### config.mk
export PLATFORM = sky130hd
export DESIGN_NAME = dispatch_group_alloc
export DESIGN_NICKNAME = d
export VERILOG_FILES = /design/src/rtl/dga_pkg.sv /design/src/rtl/dga_alloc.sv /design/src/rtl/dga_route.sv /design/src/rtl/dga_group_reg.sv /design/src/rtl/dispatch_group_alloc.sv
export SDC_FILE = /design/constraint.sdc
export NUM_CORES = 1
export LEC_CHECK = 0
export ABC_AREA = 1
export BUFFER_PORTS_ARGS = -buffer_cell sky130_fd_sc_hd__buf_2
export CAP_MARGIN = 25
export CORE_MARGIN = 10
export CORE_UTILIZATION = 49
export DETAILED_ROUTE_END_ITERATION = 10
export GPL_TIMING_DRIVEN = 0
export PLACE_DENSITY = 0.71
export SETUP_SLACK_MARGIN = 0.2
export SLEW_MARGIN = 20
export SYNTH_ARGS = -nofsm -noshare
export SYNTH_HDL_FRONTEND = slang
export SYNTH_SLANG_ARGS = --single-unit
### constraint.sdc
create_clock -name clk -period 13.62 [get_ports clk]
set_clock_uncertainty 0.1 [all_clocks]
set_input_delay 2.043 -clock clk [delete_from_list [all_inputs] [get_ports clk]]
set_output_delay 2.043 -clock clk [all_outputs]
set_load 0.02 [all_outputs]
### src/rtl/dga_pkg.sv
package dga_pkg;
  localparam int CLS_W = 4;
  localparam int Q_W   = 2;

  typedef enum logic [CLS_W-1:0] {
    C_INT   = 4'd0,
    C_LOAD  = 4'd1,
    C_STORE = 4'd2,
    C_FP    = 4'd3,
    C_BR    = 4'd4,
    C_CR    = 4'd5,
    C_K2    = 4'd6,
    C_K3    = 4'd7,
    C_K4    = 4'd8
  } cls_e;

  typedef enum logic [Q_W-1:0] {
    Q_INT = 2'd0,
    Q_LS  = 2'd1,
    Q_FP  = 2'd2,
    Q_BC  = 2'd3
  } queue_e;

  function automatic int op_count(input logic [CLS_W-1:0] c);
    case (c)
      C_K2:    return 2;
      C_K3:    return 3;
      C_K4:    return 4;
      default: return 1;
    endcase
  endfunction

  function automatic logic [Q_W-1:0] queue_of(input logic [CLS_W-1:0] c);
    case (c)
      C_LOAD, C_STORE: return Q_LS;
      C_FP:            return Q_FP;
      C_BR, C_CR:      return Q_BC;
      default:         return Q_INT;
    endcase
  endfunction
endpackage

### src/rtl/dga_alloc.sv
module dga_alloc
  import dga_pkg::*;
#(
  parameter int NUM_SLOTS = 5,
  localparam int CNT_W = $clog2(NUM_SLOTS + 1),
  localparam int BR_SLOT = NUM_SLOTS - 1
) (
  input  logic [CNT_W-1:0]           cand_cnt,
  input  logic [NUM_SLOTS*CLS_W-1:0] cand_cls,
  output logic [CNT_W-1:0]           granted,
  output logic [NUM_SLOTS-1:0]       g_vld,
  output logic [NUM_SLOTS*CLS_W-1:0] g_cls
);
  int pos;
  int need;
  int n;
  logic open;
  logic fits;
  logic [CLS_W-1:0] c;

  always_comb begin
    pos   = 0;
    need  = 0;
    n     = 0;
    open  = 1'b1;
    fits  = 1'b0;
    c     = '0;
    g_vld = '0;
    g_cls = '0;
    for (int k = 0; k < NUM_SLOTS; k++) begin
      c = cand_cls[k*CLS_W +: CLS_W];
      if (open && (k < int'(cand_cnt))) begin
        if (c == C_BR) begin
          g_vld[BR_SLOT] = 1'b1;
          g_cls[BR_SLOT*CLS_W +: CLS_W] = c;
          n    = n + 1;
          open = 1'b0;
        end else begin
          need = op_count(c);
          fits = (pos + need <= BR_SLOT) &&
                 (!((c == C_CR) || (c == C_K4)) || (pos == 0));
          if (fits) begin
            for (int j = 0; j < BR_SLOT; j++) begin
              if ((j >= pos) && (j < pos + need)) begin
                g_vld[j] = 1'b1;
                g_cls[j*CLS_W +: CLS_W] = c;
              end
            end
            pos = pos + need;
            n   = n + 1;
          end else begin
            open = 1'b0;
          end
        end
      end
    end
    granted = CNT_W'(n);
  end
endmodule

### src/rtl/dga_route.sv
module dga_route
  import dga_pkg::*;
#(
  parameter int NUM_SLOTS = 5,
  localparam int BR_SLOT = NUM_SLOTS - 1
) (
  input  logic [NUM_SLOTS-1:0]       r_vld,
  input  logic [NUM_SLOTS*CLS_W-1:0] r_cls,
  output logic [NUM_SLOTS*Q_W-1:0]   r_q,
  output logic [NUM_SLOTS-1:0]       r_unit
);
  for (genvar i = 0; i < NUM_SLOTS; i++) begin : g_slot
    localparam logic SECOND = (i != BR_SLOT) && (((i % 4) == 1) || ((i % 4) == 2));
    assign r_unit[i] = SECOND;
    assign r_q[i*Q_W +: Q_W] = r_vld[i] ? queue_of(r_cls[i*CLS_W +: CLS_W]) : '0;
  end
endmodule

### src/rtl/dga_group_reg.sv
module dga_group_reg
  import dga_pkg::*;
#(
  parameter int NUM_SLOTS = 5
) (
  input  logic                       clk,
  input  logic                       rst_n,
  input  logic                       load_en,
  input  logic                       drain,
  input  logic [NUM_SLOTS-1:0]       d_vld,
  input  logic [NUM_SLOTS*CLS_W-1:0] d_cls,
  output logic                       q_valid,
  output logic [NUM_SLOTS-1:0]       q_vld,
  output logic [NUM_SLOTS*CLS_W-1:0] q_cls
);
  logic                       valid_nxt;
  logic [NUM_SLOTS-1:0]       vld_nxt;
  logic [NUM_SLOTS*CLS_W-1:0] cls_nxt;

  always_comb begin
    valid_nxt = q_valid;
    vld_nxt   = q_vld;
    cls_nxt   = q_cls;
    if (load_en) begin
      valid_nxt = 1'b1;
      vld_nxt   = d_vld;
      cls_nxt   = d_cls;
    end else if (drain) begin
      valid_nxt = 1'b0;
      vld_nxt   = '0;
      cls_nxt   = '0;
    end
  end

  always_ff @(posedge clk or negedge rst_n) begin
    if (!rst_n) begin
      q_valid <= 1'b0;
      q_vld   <= '0;
      q_cls   <= '0;
    end else begin
      q_valid <= valid_nxt;
      q_vld   <= vld_nxt;
      q_cls   <= cls_nxt;
    end
  end
endmodule

### src/rtl/dispatch_group_alloc.sv
module dispatch_group_alloc
  import dga_pkg::*;
#(
  parameter int NUM_SLOTS = 5,
  localparam int CNT_W = $clog2(NUM_SLOTS + 1),
  localparam int CW = 4,
  localparam int QW = 2
) (
  input  logic                    clk,
  input  logic                    rst_n,
  input  logic                    in_valid,
  output logic                    in_ready,
  input  logic [CNT_W-1:0]        in_cnt,
  input  logic [NUM_SLOTS*CW-1:0] in_cls,
  output logic [CNT_W-1:0]        take_cnt,
  output logic                    out_valid,
  input  logic                    out_ready,
  output logic [NUM_SLOTS-1:0]    slot_vld,
  output logic [NUM_SLOTS*CW-1:0] slot_cls,
  output logic [NUM_SLOTS*QW-1:0] slot_q,
  output logic [NUM_SLOTS-1:0]    slot_unit
);
  logic [1:0] rst_sync;
  logic       rst_int_n;

  always_ff @(posedge clk or negedge rst_n) begin
    if (!rst_n) rst_sync <= 2'b00;
    else        rst_sync <= {rst_sync[0], 1'b1};
  end
  assign rst_int_n = rst_sync[1];

  logic [CNT_W-1:0]           granted;
  logic [NUM_SLOTS-1:0]       g_vld;
  logic [NUM_SLOTS*CLS_W-1:0] g_cls;
  logic                       accept;

  dga_alloc #(.NUM_SLOTS(NUM_SLOTS)) u_alloc (
    .cand_cnt (in_cnt),
    .cand_cls (in_cls),
    .granted  (granted),
    .g_vld    (g_vld),
    .g_cls    (g_cls)
  );

  assign in_ready = rst_int_n && (!out_valid || out_ready);
  assign accept   = in_valid && in_ready && (granted != '0);
  assign take_cnt = accept ? granted : '0;

  dga_group_reg #(.NUM_SLOTS(NUM_SLOTS)) u_greg (
    .clk     (clk),
    .rst_n   (rst_int_n),
    .load_en (accept),
    .drain   (out_ready),
    .d_vld   (g_vld),
    .d_cls   (g_cls),
    .q_valid (out_valid),
    .q_vld   (slot_vld),
    .q_cls   (slot_cls)
  );

  dga_route #(.NUM_SLOTS(NUM_SLOTS)) u_route (
    .r_vld  (slot_vld),
    .r_cls  (slot_cls),
    .r_q    (slot_q),
    .r_unit (slot_unit)
  );
endmodule

==> results.rst <==
.. list-table::
   :header-rows: 1

   * - Metric
     - Value
   * - Run status
     - finished clean
   * - Combined buffer and inverter count along the critical path
     - 13
   * - Vias in the first global route
     - roughly 4100
   * - Worst reg2reg setup slack
     - 11.35 ns
   * - Post-route ant nets
     - 0
   * - Setup TNS Final
     - 0 ns
   * - Share of flip-flops with an asynchronous set or reset
     - 100%
   * - Antenna diodes
     - 0
   * - Global-route usage over all layers
     - between 15 and 20%
   * - Maximum clock rate
     - 0.0818 GHz
   * - Post-Route Utilization
     - approximately 58%
   * - Worst Setup Start Kind
     - input pin
   * - Cell Count, Final, Fillers Out
     - approximately 800
   * - Final net count
     - about 750
   * - Most used flip-flop cell after synthesis
     - sky130_fd_sc_hd__dfrtp_1
   * - Unrepaired setup endpoints after global routing
     - no
   * - Clock tree from TritonCTS
     - yes
   * - Area contributors post-synth
     - sky130_fd_sc_hd__dfrtp_1, sky130_fd_sc_hd__nand2_1, sky130_fd_sc_hd__inv_1
   * - GRT Residual Overflow
     - 0
   * - Setup violation total in the final timing report
     - 0
   * - Post-synthesis cell area
     - between 0.003 and 0.004 mm²
   * - Number of antenna violations at the first check in global routing
     - 0
   * - Sequential element share of the synthesized area
     - around 18%
   * - Worst R2R Start
     - rst_sync[1]
   * - Tot Pwr
     - around 700 µW
   * - Mean Syn Cell Area
     - 6.40 µm²
   * - Yosys warnings
     - 0
   * - Cell depth of the worst flop-to-flop path
     - 5
   * - Die H
     - ~110 µm
   * - Via count of the routed design
     - about 4300
   * - Count of buffers from port buffering
     - 66
   * - Number of placement rows
     - 32
   * - Critical register-to-register path endpoint
     - u_greg.q_cls[4]
   * - Number of max-cap violations
     - 0
   * - Post-layout instance area
     - 0.00453 mm²
   * - Max stage delay on crit path
     - 0.67 ns
   * - First-pass GRT wire length
     - 18600 µm
   * - Total iterations of the first detailed-routing run
     - 5
   * - Number of fill cells in the layout
     - 797
   * - Final Hold Slack
     - about 0.17 ns
   * - Final RePlAce weighted congestion
     - 0.992
   * - Layout cell share with drive strength beyond 1
     - roughly 22%
   * - Cells after DPL
     - approximately 790
   * - Peak ir drop on the vdd network
     - around 0.000054 V
   * - Time the worst path needs with I/O delays and setup
     - between 10 and 15 ns
   * - Maximum buffer depth of the clock tree
     - 2
   * - Number of cells upsized or downsized after cts
     - 0
   * - Hold violation total from the final report
     - 0
   * - Skew-Pair Late Insertion Delay
     - between 0.2 and 0.3 ns
   * - Critical Path Fanout Max
     - 10
   * - Clock sink count
     - 28
   * - Vias/cell
     - 5.41
   * - Final clock period utilization by the worst path
     - around nine tenths
   * - Hold Path Class
     - reg2async
   * - Drc violations
     - 0
   * - Number of placed I/O pins
     - 72
   * - Leakage component of the power
     - 2.48 nW
   * - Initial detailed-routing violation count
     - ~240
   * - Pins over their slew limit
     - 0
   * - Root Buffer Master
     - sky130_fd_sc_hd__clkbuf_8
   * - Number of distinct library cells after synthesis
     - 50
   * - Data required time at the worst endpoint
     - between 10 and 15 ns
   * - Horiz. Die Dim
     - about 110 µm
   * - Total wirelength of the detailed-routed design
     - between 10000 and 15000 µm
   * - FF+latch area
     - around 700 µm²
   * - Largest delay contributor family on the critical path
     - simple AND/OR/NAND/NOR gates
   * - Post-Place Worst Slack
     - between 1 and 1.5 ns
   * - Post-synth EDFFs
     - 0
   * - DP Area
     - 0.00445 mm²
   * - Clock transition at the register clock pins on the worst setup and hold paths after CTS
     - approximately 0.10 ns
   * - CTS HTree Levels
     - 1
   * - Library cell with the largest summed area after synthesis
     - sky130_fd_sc_hd__dfrtp_1
   * - Area added between synthesis and finish
     - 13.8%
   * - Pin count of the biggest net entering global routing
     - 28
   * - Die area
     - ~0.012 mm²
   * - Number of buffers added to fix hold violations after cts
     - 0
   * - Number of standard cells after synthesis
     - about 620
   * - Total clock buffers created by CTS
     - 3
   * - Transition time at the pin with the least slew margin
     - slightly above 0.7 ns
   * - Flops & latches, synth
     - 28
   * - Arrival time worst endpoint
     - around 10 ns
   * - Half-perimeter wire length after placement
     - ~9800 µm
   * - Number of setup buffers added after CTS
     - 0
   * - Area of the multi-input gates
     - approximately 0.0028 mm²
   * - CORE AREA
     - 0.00781 mm²
   * - Share of the synthesized area in the top cell type
     - 17.6%
   * - Detailed-route wire length per cell
     - between 10 and 15 µm
   * - Type of the setup path with the least slack
     - in2out
   * - Cell type with the highest occurrence count on the critical path
     - sky130_fd_sc_hd__inv_1
   * - Initial core utilization
     - between 50% and 60%
   * - Min setup slack post-route
     - 1.39 ns
   * - Worst path slowest cell
     - sky130_fd_sc_hd__fa_1
   * - Headroom to the max-slew limit
     - approximately 52%
   * - Sort of element at the end of the critical path
     - primary output
   * - Power density over cell area
     - 150 mW/mm²
[layout make-up]
| cell class | count | area share (%) |
|---|---|---|
| multi-input cells | 475 | 61.6 |
| flip-flops and latches | 28 | 15.5 |
| inverters | 109 | 9.04 |
| repair buffers | 67 | 7.41 |
| well taps | 102 | 2.82 |
| plain buffers | 13 | 2.07 |
| clock buffers | 3 | 0.912 |
| clock inverters | 1 | 0.664 |
[power by group]
part / total [mW] / switching [mW] / internal, mW
Combinational: 0.496 / 0.332 / 0.164
Clock: 0.0653 / 0.0259 / 0.0394
Sequential: 0.119 / 0.0194 / 0.0998
[layer usage]
metal  GRT usage [%]  vias to the layer above  part of all wire, %
li1                -                     2219                    -
met1            22.2                     1941                   42
met2            33.4                      139                   49
met3            2.03                       20                  6.7
met4            5.20                        0                  1.8
met5               0                        -                    0
[synth_stat cells, types with 5 or more instances]
| master | number |
|---|---|
| sky130_fd_sc_hd__nor2_1 | 66 |
| sky130_fd_sc_hd__nor2_2 | 6 |
| sky130_fd_sc_hd__buf_4 | 6 |
| sky130_fd_sc_hd__nand3b_1 | 5 |
| sky130_fd_sc_hd__a21oi_1 | 27 |
| sky130_fd_sc_hd__ha_1 | 19 |
| sky130_fd_sc_hd__a31oi_1 | 6 |
| sky130_fd_sc_hd__nand3_1 | 52 |
| sky130_fd_sc_hd__inv_2 | 8 |
| sky130_fd_sc_hd__nand4_1 | 16 |
| sky130_fd_sc_hd__dfrtp_1 | 28 |
| sky130_fd_sc_hd__o211ai_1 | 17 |
| sky130_fd_sc_hd__nand2_4 | 6 |
| sky130_fd_sc_hd__nor3_1 | 8 |
| sky130_fd_sc_hd__a211oi_1 | 7 |
| sky130_fd_sc_hd__nand2_2 | 13 |
| sky130_fd_sc_hd__inv_1 | 101 |
| sky130_fd_sc_hd__nand2_1 | 118 |
| sky130_fd_sc_hd__nand3_2 | 14 |
| sky130_fd_sc_hd__o21ai_0 | 39 |
[flip-flops by register name, summed over array words and instances (netlist names)]
signal / cells
u_greg.q_cls: 20
u_greg.q_valid: 1
rst_sync: 2
u_greg.q_vld: 5
[worst max path at each step]
stage / slack [ns] / startpoint / cells past startpoint / to
CTS: 1.36 / in_cls[0] / 55 / take_cnt[0]
detailed placement: 1.37 / in_cls[0] / 55 / take_cnt[0]
global route: 0.68 / in_cls[0] / 55 / take_cnt[2]
global placement: 1.54 / in_cls[2] / 53 / take_cnt[0]
finish: 1.39 / in_cls[0] / 53 / take_cnt[0]
floorplan: 2.37 / in_cls[2] / 51 / take_cnt[0]
[cells in the final DEF, fill, tap and decap left out, drive strengths merged, types with 2 or more instances in the layout]
master / count
a211oi: 7
a21oi: 28
a221oi: 3
a31oi: 6
buf: 77
clkbuf: 6
conb: 6
dfrtp: 28
fa: 4
ha: 19
inv: 109
mux2: 2
nand2: 138
nand3: 69
nand3b: 6
nand4: 18
nor2: 76
nor3: 10
nor4: 2
o2111ai: 3
o211ai: 17
o21ai: 44
or2: 3
xnor2: 3
xor2: 3
[cells by family (layout without fill, tap and decap cells)]
| kind of cell | after synthesis | count (layout) | share of synthesized area, % |
|---|---|---|---|
| buffers and inverters | 122 | 193 | 12.7 |
| DFF | 28 | 28 | 17.6 |
| other | 2 | 6 | 0.189 |
| adders and majority gates | 23 | 23 | 8.00 |
| and+or+nand+nor | 323 | 323 | 42.0 |
| xor gates and xnor gates | 6 | 6 | 1.32 |
| AOI/OAI and AO/OA | 115 | 115 | 17.7 |
| muxes | 2 | 2 | 0.567 |
Note: power is estimated with default switching activity, not from simulation.
